===== src/rtl/sram_rd_pkg.sv =====
package sram_rd_pkg;

   typedef enum logic [0:0] {
      RD_IDLE = 1'b0,
      RD_WAIT = 1'b1
   } rd_state_e;

   function automatic int hold_cycles(input int access_cyc, input int cycle_cyc);
      return (access_cyc > cycle_cyc) ? access_cyc : cycle_cyc;
   endfunction

endpackage


===== src/rtl/sram_rd_timer.sv =====
module sram_rd_timer #(
   parameter int HOLD = 2
) (
   input  logic clk,
   input  logic rst_n,
   input  logic load,
   output logic done
);
   localparam int CW = (HOLD < 2) ? 1 : $clog2(HOLD);
   localparam logic [CW-1:0] START = CW'(HOLD - 1);

   logic [CW-1:0] cnt_q;

   always_ff @(posedge clk or negedge rst_n) begin
      if (!rst_n) begin
         cnt_q <= '0;
      end else if (load) begin
         cnt_q <= START;
      end else if (cnt_q != '0) begin
         cnt_q <= cnt_q - 1'b1;
      end
   end

   assign done = (cnt_q == '0);

   assert_count_bounded_R6: assert property (@(posedge clk) disable iff (!rst_n)
      cnt_q <= START);

endmodule


===== src/rtl/sram_rd_pins.sv =====
module sram_rd_pins #(
   parameter int ADDR_W = 19
) (
   input  logic              clk,
   input  logic              rst_n,
   input  logic              open_cyc,
   input  logic              close_cyc,
   input  logic [ADDR_W-1:0] addr_in,
   output logic              mem_ce_n,
   output logic              mem_ce,
   output logic              mem_oe_n,
   output logic              mem_we_n,
   output logic [ADDR_W-1:0] mem_addr
);
   always_ff @(posedge clk or negedge rst_n) begin
      if (!rst_n) begin
         mem_ce_n <= 1'b1;
      end else if (open_cyc) begin
         mem_ce_n <= 1'b0;
      end else if (close_cyc) begin
         mem_ce_n <= 1'b1;
      end
   end

   always_ff @(posedge clk or negedge rst_n) begin
      if (!rst_n) begin
         mem_ce <= 1'b0;
      end else if (open_cyc) begin
         mem_ce <= 1'b1;
      end else if (close_cyc) begin
         mem_ce <= 1'b0;
      end
   end

   always_ff @(posedge clk or negedge rst_n) begin
      if (!rst_n) begin
         mem_oe_n <= 1'b1;
      end else if (open_cyc) begin
         mem_oe_n <= 1'b0;
      end else if (close_cyc) begin
         mem_oe_n <= 1'b1;
      end
   end

   always_ff @(posedge clk or negedge rst_n) begin
      if (!rst_n) begin
         mem_addr <= '0;
      end else if (open_cyc) begin
         mem_addr <= addr_in;
      end
   end

   assign mem_we_n = 1'b1;

   assert_enable_pair_R1: assert property (@(posedge clk) disable iff (!rst_n)
      (mem_ce_n == !mem_ce) && (mem_oe_n == mem_ce_n));

   assert_no_write_R3: assert property (@(posedge clk) disable iff (!rst_n)
      mem_we_n);

endmodule


===== src/rtl/sram_rd_capture.sv =====
module sram_rd_capture #(
   parameter int DATA_W     = 32,
   parameter bit RESET_DATA = 1'b1
) (
   input  logic              clk,
   input  logic              rst_n,
   input  logic              cap_en,
   input  logic [DATA_W-1:0] dq_in,
   input  logic              err_in,
   output logic              rsp_valid,
   output logic [DATA_W-1:0] rsp_data,
   output logic              rsp_err
);
   always_ff @(posedge clk or negedge rst_n) begin
      if (!rst_n) begin
         rsp_valid <= 1'b0;
      end else begin
         rsp_valid <= cap_en;
      end
   end

   generate
      if (RESET_DATA) begin : g_rst_data
         always_ff @(posedge clk or negedge rst_n) begin
            if (!rst_n) begin
               rsp_data <= '0;
               rsp_err  <= 1'b0;
            end else if (cap_en) begin
               rsp_data <= dq_in;
               rsp_err  <= err_in;
            end
         end
      end else begin : g_free_data
         always_ff @(posedge clk) begin
            if (cap_en) begin
               rsp_data <= dq_in;
               rsp_err  <= err_in;
            end
         end
      end
   endgenerate

   assert_rsp_pulse_R6: assert property (@(posedge clk) disable iff (!rst_n)
      rsp_valid |=> !rsp_valid);

endmodule


===== src/rtl/sram_rd_ctrl.sv =====
module sram_rd_ctrl
   import sram_rd_pkg::*;
#(
   parameter int ADDR_W     = 19,
   parameter int DATA_W     = 32,
   parameter int ACCESS_CYC = 2,
   parameter int CYCLE_CYC  = 2,
   parameter bit RESET_DATA = 1'b1
) (
   input  logic              clk,
   input  logic              rst_n,
   input  logic              req_valid,
   output logic              req_ready,
   input  logic [ADDR_W-1:0] req_addr,
   output logic              rsp_valid,
   output logic [DATA_W-1:0] rsp_data,
   output logic              rsp_err,
   output logic              mem_ce_n,
   output logic              mem_ce,
   output logic              mem_oe_n,
   output logic              mem_we_n,
   output logic [ADDR_W-1:0] mem_addr,
   input  logic [DATA_W-1:0] mem_dq,
   input  logic              mem_err
);
   localparam int HOLD = hold_cycles(ACCESS_CYC, CYCLE_CYC);

   generate
      if (ADDR_W < 1 || DATA_W < 1) begin : g_bad_width
         $error("sram_rd_ctrl: bus widths must be positive");
      end
      if (ACCESS_CYC < 1 || CYCLE_CYC < 1) begin : g_bad_timing
         $error("sram_rd_ctrl: timing parameters must be at least one cycle");
      end
      if (HOLD > 200) begin : g_bad_hold
         $error("sram_rd_ctrl: hold window exceeds supported range");
      end
   endgenerate

   rd_state_e state_q, state_d;
   logic      accept;
   logic      done;
   logic      cap_en;
   logic      close_cyc;

   assign req_ready = (state_q == RD_IDLE);
   assign accept    = req_valid && req_ready;
   assign cap_en    = (state_q == RD_WAIT) && done;
   assign close_cyc = (state_q == RD_IDLE) && !accept;

   always_comb begin
      state_d = state_q;
      unique case (state_q)
         RD_IDLE: if (accept) state_d = RD_WAIT;
         RD_WAIT: if (done)   state_d = RD_IDLE;
         default:             state_d = RD_IDLE;
      endcase
   end

   always_ff @(posedge clk or negedge rst_n) begin
      if (!rst_n) state_q <= RD_IDLE;
      else        state_q <= state_d;
   end

   sram_rd_timer #(.HOLD(HOLD)) u_timer (
      .clk  (clk),
      .rst_n(rst_n),
      .load (accept),
      .done (done)
   );

   sram_rd_pins #(.ADDR_W(ADDR_W)) u_pins (
      .clk      (clk),
      .rst_n    (rst_n),
      .open_cyc (accept),
      .close_cyc(close_cyc),
      .addr_in  (req_addr),
      .mem_ce_n (mem_ce_n),
      .mem_ce   (mem_ce),
      .mem_oe_n (mem_oe_n),
      .mem_we_n (mem_we_n),
      .mem_addr (mem_addr)
   );

   sram_rd_capture #(.DATA_W(DATA_W), .RESET_DATA(RESET_DATA)) u_capture (
      .clk      (clk),
      .rst_n    (rst_n),
      .cap_en   (cap_en),
      .dq_in    (mem_dq),
      .err_in   (mem_err),
      .rsp_valid(rsp_valid),
      .rsp_data (rsp_data),
      .rsp_err  (rsp_err)
   );

   // Cycles elapsed since the last accepted request; saturates.
   logic [7:0] since_q;
   always_ff @(posedge clk or negedge rst_n) begin
      if (!rst_n)                since_q <= 8'hFF;
      else if (accept)           since_q <= 8'd0;
      else if (since_q != 8'hFF) since_q <= since_q + 8'd1;
   end

   assert_pins_open_R2: assert property (@(posedge clk) disable iff (!rst_n)
      accept |=> (!mem_ce_n && mem_ce && !mem_oe_n && mem_addr == $past(req_addr)));

   assert_ready_low_R4: assert property (@(posedge clk) disable iff (!rst_n)
      accept |=> !req_ready);

   assert_ready_at_rsp_R4: assert property (@(posedge clk) disable iff (!rst_n)
      rsp_valid |-> req_ready);

   assert_addr_hold_R5: assert property (@(posedge clk) disable iff (!rst_n)
      (state_q == RD_WAIT) |=> ($stable(mem_addr) && !mem_ce_n && !mem_oe_n));

   assert_capture_late_R7: assert property (@(posedge clk) disable iff (!rst_n)
      cap_en |-> (32'(since_q) >= HOLD - 1));

   assert_idle_release_R9: assert property (@(posedge clk) disable iff (!rst_n)
      close_cyc |=> (mem_ce_n && !mem_ce && mem_oe_n));

   assert_addr_spacing_R10: assert property (@(posedge clk) disable iff (!rst_n)
      accept |-> (32'(since_q) >= CYCLE_CYC - 1));

endmodule


===== config.mk =====
export PLATFORM = sky130hd
export DESIGN_NAME = sram_rd_ctrl
export DESIGN_NICKNAME = d
export VERILOG_FILES = /design/src/rtl/sram_rd_pkg.sv /design/src/rtl/sram_rd_timer.sv /design/src/rtl/sram_rd_pins.sv /design/src/rtl/sram_rd_capture.sv /design/src/rtl/sram_rd_ctrl.sv
export SDC_FILE = /design/constraint.sdc
export NUM_CORES = 1
export LEC_CHECK = 0
export ABC_AREA = 1
export BUFFER_PORTS_ARGS = -buffer_cell sky130_fd_sc_hd__clkbuf_2
export CAP_MARGIN = 40
export CORE_UTILIZATION = 40
export DETAILED_ROUTE_END_ITERATION = 6
export PLACE_DENSITY = 0.7
export SLEW_MARGIN = 20
export SYNTH_ARGS = -nofsm -noshare
export SYNTH_HDL_FRONTEND = slang
export SYNTH_SLANG_ARGS = --single-unit
export TNS_END_PERCENT = 5

===== constraint.sdc =====
create_clock -name clk -period 1.16 [get_ports clk]
set_clock_uncertainty 0.05 [all_clocks]
set_input_delay 0.174 -clock clk [delete_from_list [all_inputs] [get_ports clk]]
set_output_delay 0.174 -clock clk [all_outputs]
set_load 0.05 [all_outputs]

== Yosys cells after proc, flatten, opt, wreduce, memory -nomap -nowiden ==
Cells that the tools add are included.
Word-level totals
  flip-flop bits (word level): 57
Operators by class
  bitwise logic cells: 2
  reduce and logical (&&, ||, !) cells: 5
  muxes and demuxes: 9
  add/sub/neg operators: 1
Operator list (count)
  $mux 1: 8
  $logic_and 1x1->1: 3
  $not 1->1: 2
  $pmux 1 s2: 1
  $reduce_bool 2->1: 1
  $logic_not 1->1: 1
  $sub 1x1->1 const B: 1

== Depth between registers and ports, before layout ==
  depth in word-level cells: 6
  gate-level depth with buffers: 6

== Hierarchy ==
From an unflattened synthesis, not the netlist that was laid out.
Unflattened totals
  cells, all modules: 244
  area, all modules: 2239.6 um^2
Modules (own cells, without submodules)
  sram_rd_capture: sequential area each 850.8 um^2, times used 1, cells an instance 141, area an instance 1330.0 um^2
  sram_rd_pins: sequential area each 526.8 um^2, times used 1, cells an instance 91, area an instance 819.5 um^2
  sram_rd_ctrl: sequential area each 25.0 um^2, times used 1, cells an instance 10, area an instance 61.3 um^2
  sram_rd_timer: sequential area each 25.0 um^2, times used 1, cells an instance 2, area an instance 28.8 um^2

== Worst setup path before layout ==
OpenSTA, ideal clock, no wires.
  path type: register to output
  start point: reg, netlist name u_pins.mem_ce_n
  end point: out mem_oe_n
  arrival: 0.928 ns
  buffers on the path: 1
  path slack: 0.008 ns
  cell stages (with the launch flop): 2
  data required time: 0.936 ns
  cell sequence: dfstp_2 -> buf_4
RTL lines
  end, declared: RTL line sram_rd_ctrl.sv:20  | output logic mem_oe_n,

== Worst setup path in the final report ==
  start point: reg u_pins.mem_ce_n
  end point: out mem_ce_n
RTL lines
  start, declared: RTL line sram_rd_pins.sv:9  | output logic mem_ce_n,
  start signal, assigned: RTL line sram_rd_pins.sv:17  | mem_ce_n <= 1'b1;
  start signal, assigned: RTL line sram_rd_pins.sv:19  | mem_ce_n <= 1'b0;
  start signal, assigned: RTL line sram_rd_pins.sv:21  | mem_ce_n <= 1'b1;
  end, declared: RTL line sram_rd_ctrl.sv:18  | output logic mem_ce_n,
No word-level cell between the ends.

==> results.md <==
* Later-pin clock latency in the skew report at 0.33 ns
* Register area at 0.00143 sq mm
* Max stage delay on crit path at 0.58 ns
* Drt first-iter violations at 105
* Fmax at 775 MHz
* Clock sink count at 57
* Required time worst endpoint at 0.94 ns
* Reg2reg setup slack at 0.08 ns
* Max-Cap Viols at 0
* ANT cells at 0
* DP Worst Slack at 0.0136 ns
* Largest net degree at the start of global routing at 35
* Syn avg cell area at 9.31 sq um
* Netlist cell types at 13
* Max-slew violation count at 0
* Fillers at 468
* Drt pass-1 iters at 4
* #FFs+latches synth at 57
* Area of the multi-input gates at 696 sq um
* GRT Overall Usage at 0.210
* Final setup vio count at 3
* Crit path DAT at 1.07 ns
* Period utilization at 1.11
* Total of warnings raised by yosys at 0
* Die Span Y at 77.3 microns
* Critical Path, Cell by Cell: buf_8
* WS Path Type: reg2out
* Gr ovfl total at 0
* I/O pin count at 113
* Cell Rows at 27
* VDD IR max at 1130 uV
* Core area at 0.00547 sq mm
* Post-synthesis sequential area ratio at 0.629
* Buf/Inv on CP at 1
* Clock-pin transition on the worst setup and hold timing paths at 0.06 ns
* Num CTS Buffers at 9
* Residual DRC at 0
* RSZ-0062 raised after global routing: true
* Post-Syn Area at 0.00227 sq mm
* RePlAce Congestion at 0.720
* HPWL Detailed at 3.53 mm
* Post-layout util at 0.661
* First-pass GRT wire length at 9.70 mm
* Vias in the first global route at 2097
* Detail Route Antenna Nets at 0
* CP Max Fanout at 3
* CTS tree: done
* Vias per cell at 4.74
* Share of layout cells above drive strength 1 at 0.392
* # port buffers at 111
* Failing checks: negative setup slack
* Routed len/inst at 12.6 microns
* Top delay family on crit path: flip-flops
* Final WL at 5.53 mm
* Die width at 77.3 microns
* H-tree level count at 3
* Die area at 0.00598 sq mm
* CP Capture Type: output pin
* Max stage delay cell, worst path: dfstp_2
* Hold slack final at 0.0196 ns
* PwrDens at 2530 mW/mm^2
* Final nets at 417
* Setup WS post-layout at -0.130 ns
* Final hold viol count at 0
* Layout area overhead at 59.3%
* Vias post-DR at 2082
* Status: finished with violations
* Clock buffer depth at 2
* Tmin final at 1.29 ns
* Pwr Total at 9150 uW
* CTS root buf: clkbuf_8
* Initial Util at 0.415
* Synthesized instance count at 244
* Syn nets at 299
* Tightest Hold Check Type: in2reg
* Pleak at 0.00199 uW
* Initial antenna violation count at 0
* Setup crit start kind: register
## metrics by stage
step	area, sq um	TNS, ns	std cells
after floorplan	2270	0	244
after global placement	2880	0	419
after detailed placement	2880	0	419
after CTS	3560	-0.462	437
after global routing	3620	-0.486	439
final	3620	-0.358	439
## cell usage in the layout (no fill, tap or decap)
cell type	n
buf_12	2
buf_4	16
buf_6	2
buf_8	22
bufinv_16	1
clkbuf_1	1
clkbuf_2	54
clkbuf_4	2
clkbuf_8	39
conb_1	1
dfrtp_1	56
dfstp_2	1
dlygate4sd3_1	2
inv_1	1
inv_2	3
nand2_1	106
nand2_2	1
nand2_4	1
nand3_1	52
nor2_1	3
o21ai_0	1
## Yosys cell counts
| cell type | number | area [sq um] |
|---|---|---|
| nand2_1 | 106 | 398 |
| conb_1 | 1 | 3.75 |
| inv_2 | 3 | 11.3 |
| buf_4 | 4 | 30.0 |
| buf_2 | 8 | 40.0 |
| nand2_2 | 2 | 12.5 |
| buf_6 | 6 | 67.6 |
| nor2_1 | 3 | 11.3 |
| dfstp_2 | 1 | 26.3 |
| dfrtp_1 | 56 | 1400 |
| nand3_1 | 52 | 260 |
| inv_1 | 1 | 3.75 |
| o21ai_0 | 1 | 5.00 |
## worst paths after layout
| check | start | end | cells past startpoint |
|---|---|---|---|
| max | u_pins.mem_ce_n$_DFFE_PN1P_ | mem_ce_n | 1 |
| min | req_addr[16] | u_pins.mem_addr[16]$_DFFE_PN0P_ | 3 |
| max reg2reg | state_q$_DFF_PN0_ | u_capture.rsp_data[20]$_DFFE_PN0P_ | 5 |
| min reg2reg | u_pins.mem_addr[11]$_DFFE_PN0P_ | u_pins.mem_addr[11]$_DFFE_PN0P_ | 2 |
| max in group asynchronous | rst_n | u_pins.mem_ce_n$_DFFE_PN1P_ | 3 |
| min in group asynchronous | rst_n | u_capture.rsp_valid$_DFF_PN0_ | 3 |
## state kept, by name (all words and copies together), names as in the netlist
signal,count
state_q,1
u_capture.rsp_data,32
u_capture.rsp_err,1
u_capture.rsp_valid,1
u_pins.mem_addr,19
u_pins.mem_ce,1
u_pins.mem_ce_n,1
u_timer.cnt_q,1
## where the power goes
group          switching [uW]  internal (uW)  total [uW]  leakage [uW]
sequential                403           2520        2920      0.000701
combinational            2680           1540        4220       0.00118
clock                     727           1290        2010      0.000116
total                    3810           5340        9150       0.00199
## timing repair
item                                    4_1_cts  5_1_grt
endpoints found under the setup margin       58       53
hold endpoints to repair                     57        0
pin swaps                                     0        0
buffers inserted                              0        2
resized for setup                           104       33
hold buffers                                  2        0
## worst reg2reg max path: cells and delay by family (launching register included)
| kind | cells | cell delay, ns |
|---|---|---|
| flip-flops | 1 | 0.40 |
| buffers and inverters | 2 | 0.33 |
| AND/OR/NAND/NOR | 3 | 0.24 |
## layer usage
metal / vias up / track usage / share of wire / wire, microns
met4: 0 / 0.123 / 0.027 / 148
li1: 1007 / - / - / -
met2: 91 / 0.342 / 0.48 / 2660
met5: - / 0 / 0 / 0
met1: 970 / 0.255 / 0.43 / 2380
met3: 14 / 0.0482 / 0.063 / 346
## kinds of logic after synthesis
logic type,count (synthesis),share of synthesized area
DFF,57,0.629
and+or+nand+nor,163,0.300
AOI/OAI and AO/OA,1,0.00220
buffers and inverters,22,0.0672
other,1,0.00165
## final cells by class
cell class              count  share of cell area
repair buffers            125               0.321
well taps                  72              0.0249
clock inverters             1             0.00830
multi-input cells         165               0.192
flip-flops and latches     57               0.395
inverters                   4             0.00415
clock buffers              15              0.0543
Power figures use the tool's default switching activity.
